### src/rtl/trap_irq_pkg.sv
package trap_irq_pkg;

  // Source slots, index 0 is the highest priority.
  localparam int unsigned NUM_SRC = 5;
  localparam int unsigned KIND_W  = $clog2(NUM_SRC + 1);

  localparam int unsigned SRC_HSTICK = 0;
  localparam int unsigned SRC_VEC    = 1;
  localparam int unsigned SRC_CPU    = 2;
  localparam int unsigned SRC_DEV    = 3;
  localparam int unsigned SRC_RES    = 4;

  typedef enum logic [KIND_W-1:0] {
    KIND_NONE   = 3'd0,
    KIND_HSTICK = 3'd1,
    KIND_VEC    = 3'd2,
    KIND_CPU    = 3'd3,
    KIND_DEV    = 3'd4,
    KIND_RES    = 3'd5
  } irq_kind_e;

endpackage

### src/rtl/trap_irq_gate.sv
module trap_irq_gate
  import trap_irq_pkg::*;
(
  input  logic [NUM_SRC-1:0] pend,
  input  logic               hyp_mode,
  input  logic               intr_en,
  output logic [NUM_SRC-1:0] elig
);

  logic hyp_ok;   // hypervisor-visible sources allowed
  logic low_ok;   // mondo / error sources allowed

  always_comb begin
    hyp_ok = hyp_mode ? intr_en : 1'b1;
    low_ok = ~hyp_mode & intr_en;
    elig   = '0;
    elig[SRC_HSTICK] = pend[SRC_HSTICK] & hyp_ok;
    elig[SRC_VEC]    = pend[SRC_VEC]    & hyp_ok;
    elig[SRC_CPU]    = pend[SRC_CPU]    & low_ok;
    elig[SRC_DEV]    = pend[SRC_DEV]    & low_ok;
    elig[SRC_RES]    = pend[SRC_RES]    & low_ok;

    // hypervisor mode with interrupts off admits nothing
    assert_hyp_masked_R2: assert (!(hyp_mode && !intr_en) || elig == '0);
    // low sources never eligible in hypervisor mode
    assert_hyp_low_blocked_R3: assert (!hyp_mode ||
      (elig[SRC_CPU] | elig[SRC_DEV] | elig[SRC_RES]) == 1'b0);
    // outside hypervisor mode with ie clear, low sources blocked
    assert_user_low_blocked_R5: assert (hyp_mode || intr_en ||
      (elig[SRC_CPU] | elig[SRC_DEV] | elig[SRC_RES]) == 1'b0);
    // eligibility never invents a request
    assert_elig_subset_R1: assert ((elig & ~pend) == '0);
  end

endmodule

### src/rtl/trap_irq_pick.sv
module trap_irq_pick #(
  parameter int unsigned N = 5
) (
  input  logic [N-1:0] req,
  output logic [N-1:0] grant
);

  // Index 0 wins; each higher index wins only if all lower indices are idle.
  for (genvar g = 0; g < N; g++) begin : g_chain
    if (g == 0) begin : g_top
      assign grant[g] = req[g];
    end else begin : g_rest
      assign grant[g] = req[g] & ~(|req[g-1:0]);
    end
  end

  always_comb begin
    // at most one grant, always to a requester, and only if something asked
    assert_grant_onehot_R1: assert ($onehot0(grant));
    assert_grant_req_R1: assert ((grant & ~req) == '0);
    assert_grant_live_R6: assert ((req == '0) || (grant != '0));
  end

endmodule

### src/rtl/trap_irq_enc.sv
module trap_irq_enc #(
  parameter int unsigned N = 5,
  parameter int unsigned W = 3
) (
  input  logic [N-1:0] grant,
  output logic         valid,
  output logic [W-1:0] code
);

  always_comb begin
    code = '0;
    for (int i = 0; i < N; i++) begin
      if (grant[i]) code = code | W'(i + 1);
    end
    valid = |grant;

    // a valid selection carries a nonzero code within range
    assert_code_range_R7: assert (valid ? (code != '0 && code <= W'(N)) : code == '0);
  end

endmodule

### src/rtl/trap_irq_arbiter.sv
module trap_irq_arbiter
  import trap_irq_pkg::*;
(
  input  logic       pend_hstick,
  input  logic       pend_vec,
  input  logic       pend_cpu_mondo,
  input  logic       pend_dev_mondo,
  input  logic       pend_res_err,
  input  logic       hyp_mode,
  input  logic       intr_en,
  output logic       take_valid,
  output logic [2:0] take_kind
);

  logic [NUM_SRC-1:0] pend_vecs;
  logic [NUM_SRC-1:0] elig;
  logic [NUM_SRC-1:0] grant;
  logic               sel_valid;
  logic [KIND_W-1:0]  sel_code;

  always_comb begin
    pend_vecs = '0;
    pend_vecs[SRC_HSTICK] = pend_hstick;
    pend_vecs[SRC_VEC]    = pend_vec;
    pend_vecs[SRC_CPU]    = pend_cpu_mondo;
    pend_vecs[SRC_DEV]    = pend_dev_mondo;
    pend_vecs[SRC_RES]    = pend_res_err;
  end

  trap_irq_gate u_gate (
    .pend     (pend_vecs),
    .hyp_mode (hyp_mode),
    .intr_en  (intr_en),
    .elig     (elig)
  );

  trap_irq_pick #(.N(NUM_SRC)) u_pick (
    .req   (elig),
    .grant (grant)
  );

  trap_irq_enc #(.N(NUM_SRC), .W(KIND_W)) u_enc (
    .grant (grant),
    .valid (sel_valid),
    .code  (sel_code)
  );

  assign take_valid = sel_valid;
  assign take_kind  = 3'(sel_code);

  always_comb begin
    // outside hypervisor mode the tick always wins when pending
    assert_user_tick_R4: assert (hyp_mode || !pend_hstick ||
      (take_valid && take_kind == 3'(KIND_HSTICK)));
    // vector beats every mondo/error source when eligible and tick idle
    assert_vec_over_low_R1: assert (hyp_mode || pend_hstick || !pend_vec ||
      take_kind == 3'(KIND_VEC));
    // nothing pending means nothing taken
    assert_idle_R6: assert ((pend_vecs != '0) || (!take_valid && take_kind == '0));
  end

endmodule

### config.mk
export PLATFORM = sky130hd
export DESIGN_NAME = trap_irq_arbiter
export DESIGN_NICKNAME = d
export VERILOG_FILES = /design/src/rtl/trap_irq_pkg.sv /design/src/rtl/trap_irq_gate.sv /design/src/rtl/trap_irq_pick.sv /design/src/rtl/trap_irq_enc.sv /design/src/rtl/trap_irq_arbiter.sv
export SDC_FILE = /design/constraint.sdc
export NUM_CORES = 1
export LEC_CHECK = 0
export ABC_AREA = 0
export CAP_MARGIN = 20
export CORE_AREA = 2 2 39 41
export DETAILED_ROUTE_END_ITERATION = 6
export DIE_AREA = 0 0 41 43
export DONT_BUFFER_PORTS = 1
export GPL_TIMING_DRIVEN = 1
export PLACE_DENSITY = 0.3
export SLEW_MARGIN = 10
export SYNTH_ARGS = -nofsm -noshare
export SYNTH_HDL_FRONTEND = slang
export SYNTH_SLANG_ARGS = --single-unit
### constraint.sdc
create_clock -name vclk -period 0.8
set_input_delay 0.04 -clock vclk [all_inputs]
set_output_delay 0.04 -clock vclk [all_outputs]
set_load 0.01 [all_outputs]
==> results of run 1 <==
cells by family after synthesis:
group | count (synthesis)
and+or+nand+nor | 10
buffers and inverters | 2
AOI/OAI and AO/OA | 4
power by group through the flow:
stage,logic (mW),clock network (mW),registers (mW)
6_report,0.0468,0,0
5_1_grt,0.0530,0,0
4_1_cts,0.0479,0,0
3_5_place_dp,0.0475,0,0
3_3_place_gp,0.0478,0,0
2_1_floorplan,0.0364,0,0
layout by cell type, fill, tap and decap left out, drive strengths merged:
cell type and count:
o21ai 1, nor2 3, buf 1, o41ai 1, nand3b 1, a21oi 2
or3 1, and2b 1, nand2b 2, inv 2, nand2 2
cell usage after synthesis:
library cell,number
nor2_1,3
a21oi_1,2
inv_1,2
nand2_1,2
nand2b_1,2
and2b_2,1
nand3b_1,1
o21ai_1,1
o41ai_1,1
or3_1,1
cell type report:
class              instances  share of cell area
inverters                  2              0.0667
multi-input cells         14               0.689
well taps                 16               0.178
repair buffers             1              0.0667
critical path: stages:
cell,delay (ps)
inv_1,20
o41ai_1,390
buf_4,190
how the worst max path moves through the flow:
stage,endpoint,startpoint,slack (ps),cells after the start
6_report,take_kind[0],intr_en,110,3
5_1_grt,take_kind[0],pend_dev_mondo,30,4
4_1_cts,take_kind[0],intr_en,100,3
3_5_place_dp,take_kind[0],intr_en,110,3
3_3_place_gp,take_kind[2],intr_en,140,3
2_1_floorplan,take_kind[0],intr_en,170,2
through the flow:
step           total power, mW  area (um2)
2_1_floorplan           0.0364        85.1
4_1_cts                 0.0479         113
6_report                0.0468         113
5_1_grt                 0.0530         113
3_5_place_dp            0.0475         113
3_3_place_gp            0.0478         113
routing by layer:
layer / part of all wire / up-vias / GRT usage
met3: 0.10 / 0 / 0
met2: 0.53 / 5 / 0.0656
li1: - / 57 / -
met4: 0 / 0 / 0
met5: 0 / - / 0
met1: 0.36 / 48 / 0.0285
==> impl_metrics.tcl, run 1 <==
set metrics [dict create \
    antenna_found_initial 0 \
    die_w_um 41 \
    drc 0 \
    synth_cells 16 \
    finalCoreUtilization 0.0814 \
    report.final.slew_viol_count 0 \
    synth_cell_types 10 \
    seqPwrFrac 0 \
    nClkBuffers 0 \
    drtIter0Drc 0 \
    seqCellArea_um2 0 \
    row_count 14 \
    synth_top_cell_by_area "nand2b_1" \
    drive_gt1_frac 0.118 \
    grt_pass1_wl_um 365 \
    die-area_mm2 0.00176 \
    num_antenna_cells 0 \
    ios 11 \
    holdPathEnd "take_kind[1]" \
    p_comb_frac 1.000 \
    period_needed_ps 691 \
    synth_seq_area_share 0 \
    ys_warn_count 0 \
    crit_type "in -> out" \
    nNetsFinal 26 \
    setup_ws_ps 109 \
    p_per_area_mw_per_mm2 416 \
    dp_cells 33 \
    post_cts_buffers 0 \
    muxShareOfSynthArea 0 \
    slew_headroom 0.763 \
    ant_nets 0 \
    hpwl_um 270 \
    seq_cell_count 0 \
    hold_depth 1 \
    grt_use_total 0.0300 \
    die_y_um 43 \
    fin_cells 33 \
    port_buffers 0 \
    yosys.area_share.adder 0 \
    leakagePower_nw 0.0468 \
    synthToLayoutAreaGrowth_pct 32.4 \
    clock.fmax_mhz 1450 \
    start_util 0.0615 \
    period_share 0.864 \
    endpoint_kind "output port" \
    synth_nets 23 \
    grt_max_degree 6 \
    worst_pin_slew_ps 351 \
    status "completed" \
    core_area_mm2 0.00138 \
    cp.arrival_ps 650 \
    grt_pass1_vias 86 \
    p_sw_frac 0.529 \
    setup_viol 0 \
    synth_area_um2 85.1 \
    critPathMaxFanout 4 \
    n_fill_cell 159 \
    multi_input_area_um2 77.6 \
    maxCapViolCount 0 \
    synth_xor_area_frac 0 \
    holdBufCountCts 0 \
    hold_viol 0 \
    synth_top_family_by_area "simple AND/OR/NAND/NOR gates" \
    worstPathRequired_ps 760 \
    gr-total-overflow 0 \
    start_kind "input pin" \
    fin_hold_ws_ps 130 \
    min_from "pend_hstick" \
    gp_congestion 0.512 \
    avgRoutedWirePerCell_um 8.76 \
    via_count 110 \
    power.internal_mw 0.0221 \
    synthSimpleGateAreaFrac 0.632 \
    drt-total-wl_um 289 \
    pwr-share-clk 0 \
    peakVddDrop_uv 52.0 \
    post-place-ws_ps 110 \
    cts_resized 0 \
    synth-compound-area-share 0.279 \
    min_path_type "in -> out" \
    switching_power_mw 0.0248 \
    synthTopCellsByArea "nand2b_1 (15%), nor2_1 (13%), a21oi_1 (12%)" \
    rsz0062_at_grt "no" \
    viasPerCell 3.33 \
    drt-pass1-iter-count 1 \
    syn_area_per_cell_um2 5.32 \
    finalSetupTns_ps 0 \
    synth_top_area_share 0.147 \
]
Power figures use the tool's default switching activity.
==> run 2: changes to the inputs <==
==> constraint.sdc (replaced) <==
create_clock -name vclk -period 0.9
set_input_delay 0.045 -clock vclk [all_inputs]
set_output_delay 0.045 -clock vclk [all_outputs]
set_load 0.01 [all_outputs]
==> impl_metrics.tcl, run 2 (synthesis gave the netlist of run 1 again) <==
set metrics [dict create \
    cpPeakStageDelay_ps 380 \
    synthToLayoutAreaGrowth_pct 32.4 \
    grt_max_degree 6 \
    gr-total-overflow 0 \
    n_fill_cell 162 \
    drc 0 \
    slowest_stage "o41ai_1" \
    hold_viol 0 \
    period_needed_ps 682 \
    drive_gt1_frac 0.118 \
    drtIter0Drc 1 \
    min_path_type "in -> out" \
    peakVddDrop_uv 58.4 \
    post_cts_buffers 0 \
    hpwl_um 273 \
    die-area_mm2 0.00176 \
    p_per_area_mw_per_mm2 367 \
    hold_depth 1 \
    dp_cells 33 \
    avgRoutedWirePerCell_um 8.76 \
    maxCapViolCount 0 \
    clock.fmax_mhz 1470 \
    fin_cells 33 \
    port_buffers 0 \
    ant_nets 0 \
    grt_pass1_wl_um 434 \
    crit_type "in -> out" \
    gp_congestion 0.494 \
    use_met3 0 \
    grt_pass1_vias 116 \
    num_antenna_cells 0 \
    drt-pass1-iter-count 3 \
    start_util 0.0615 \
    worst_pin_slew_ps 329 \
    grt_use_total 0.0350 \
    grtUsageMet2 0.0750 \
    holdBufCountCts 0 \
    min_from "pend_hstick" \
    path_cells "inv_1 -> o41ai_1 -> buf_4" \
    leakagePower_nw 0.0468 \
    seq_cell_count 0 \
    row_count 14 \
    via_count 104 \
    endpoint_kind "output port" \
    grt-busiest-layer "met2" \
    worstPathRequired_ps 850 \
    cts_resized 0 \
    finalSetupTns_ps 0 \
    layout_commonest_cell "nor2_1" \
    die_y_um 43 \
    critPathMaxFanout 4 \
    report.final.slew_viol_count 0 \
    ios 11 \
    mostFrequentLayoutCells "nor2_1 (3), inv_1 (2), a21oi_1 (2), nand2b_1 (2), nand2_1 (2)" \
    core_area_mm2 0.00138 \
    nNetsFinal 26 \
    antenna_found_initial 0 \
    start_kind "input pin" \
    viasPerCell 3.15 \
    die_w_um 41 \
    holdPathEnd "take_kind[1]" \
    grtUsageMet1 0.0348 \
    status "completed" \
    seqCellArea_um2 0 \
    slew_headroom 0.778 \
    setup_viol 0 \
    nClkBuffers 0 \
    rsz0062_at_grt "no" \
    drt-total-wl_um 289 \
    cp.arrival_ps 640 \
    period_share 0.757 \
]
==> run 2: worst max-delay path: cells and delay by family <==
kind	cells	cell delay (ps)
AOI/OAI and AO/OA	1	380
buffers and inverters	2	220
==> run 2: worst max-delay path by stage <==
stage,cells after the start,startpoint,end
after floorplan,2,intr_en,take_kind[0]
after global placement,3,intr_en,take_kind[2]
after detailed placement,3,intr_en,take_kind[0]
after CTS,3,intr_en,take_kind[0]
after global routing,3,intr_en,take_kind[0]
final,3,intr_en,take_kind[0]
==> run 2: where the power goes <==
group          total (mW)  internal [mW]  switching, mW  leakage [nW]
logic              0.0413         0.0196         0.0217        0.0468
clock network           0              0              0             0
registers               0              0              0             0
==> run 2: metrics by stage <==
step | utilization | instance area [um2] | hold slack [ps] | setup WS, ps | power [mW]
floorplan | - | 85.1 | 134 | 257 | 0.0323
global placement | 0.0814 | 113 | 145 | 232 | 0.0430
global route | 0.0814 | 113 | 145 | 97.8 | 0.0480
finish | 0.0814 | 113 | 141 | 218 | 0.0413
detailed placement | 0.0814 | 113 | 145 | 195 | 0.0422
CTS | 0.0814 | 113 | 145 | 181 | 0.0425
==> run 2: final cells by class <==
cell class         count  area (um2)  share of cell area
multi-input cells     14        77.6               0.689
well taps             16        20.0               0.178
repair buffers         1        7.51              0.0667
inverters              2        7.51              0.0667
==> run 2: per-layer routing <==
layer,routed length [um],up-vias,part of all wire
met4,0,0,0
met5,0,-,0
li1,-,56,-
met3,31,0,0.11
met1,111,42,0.38
met2,145,6,0.50
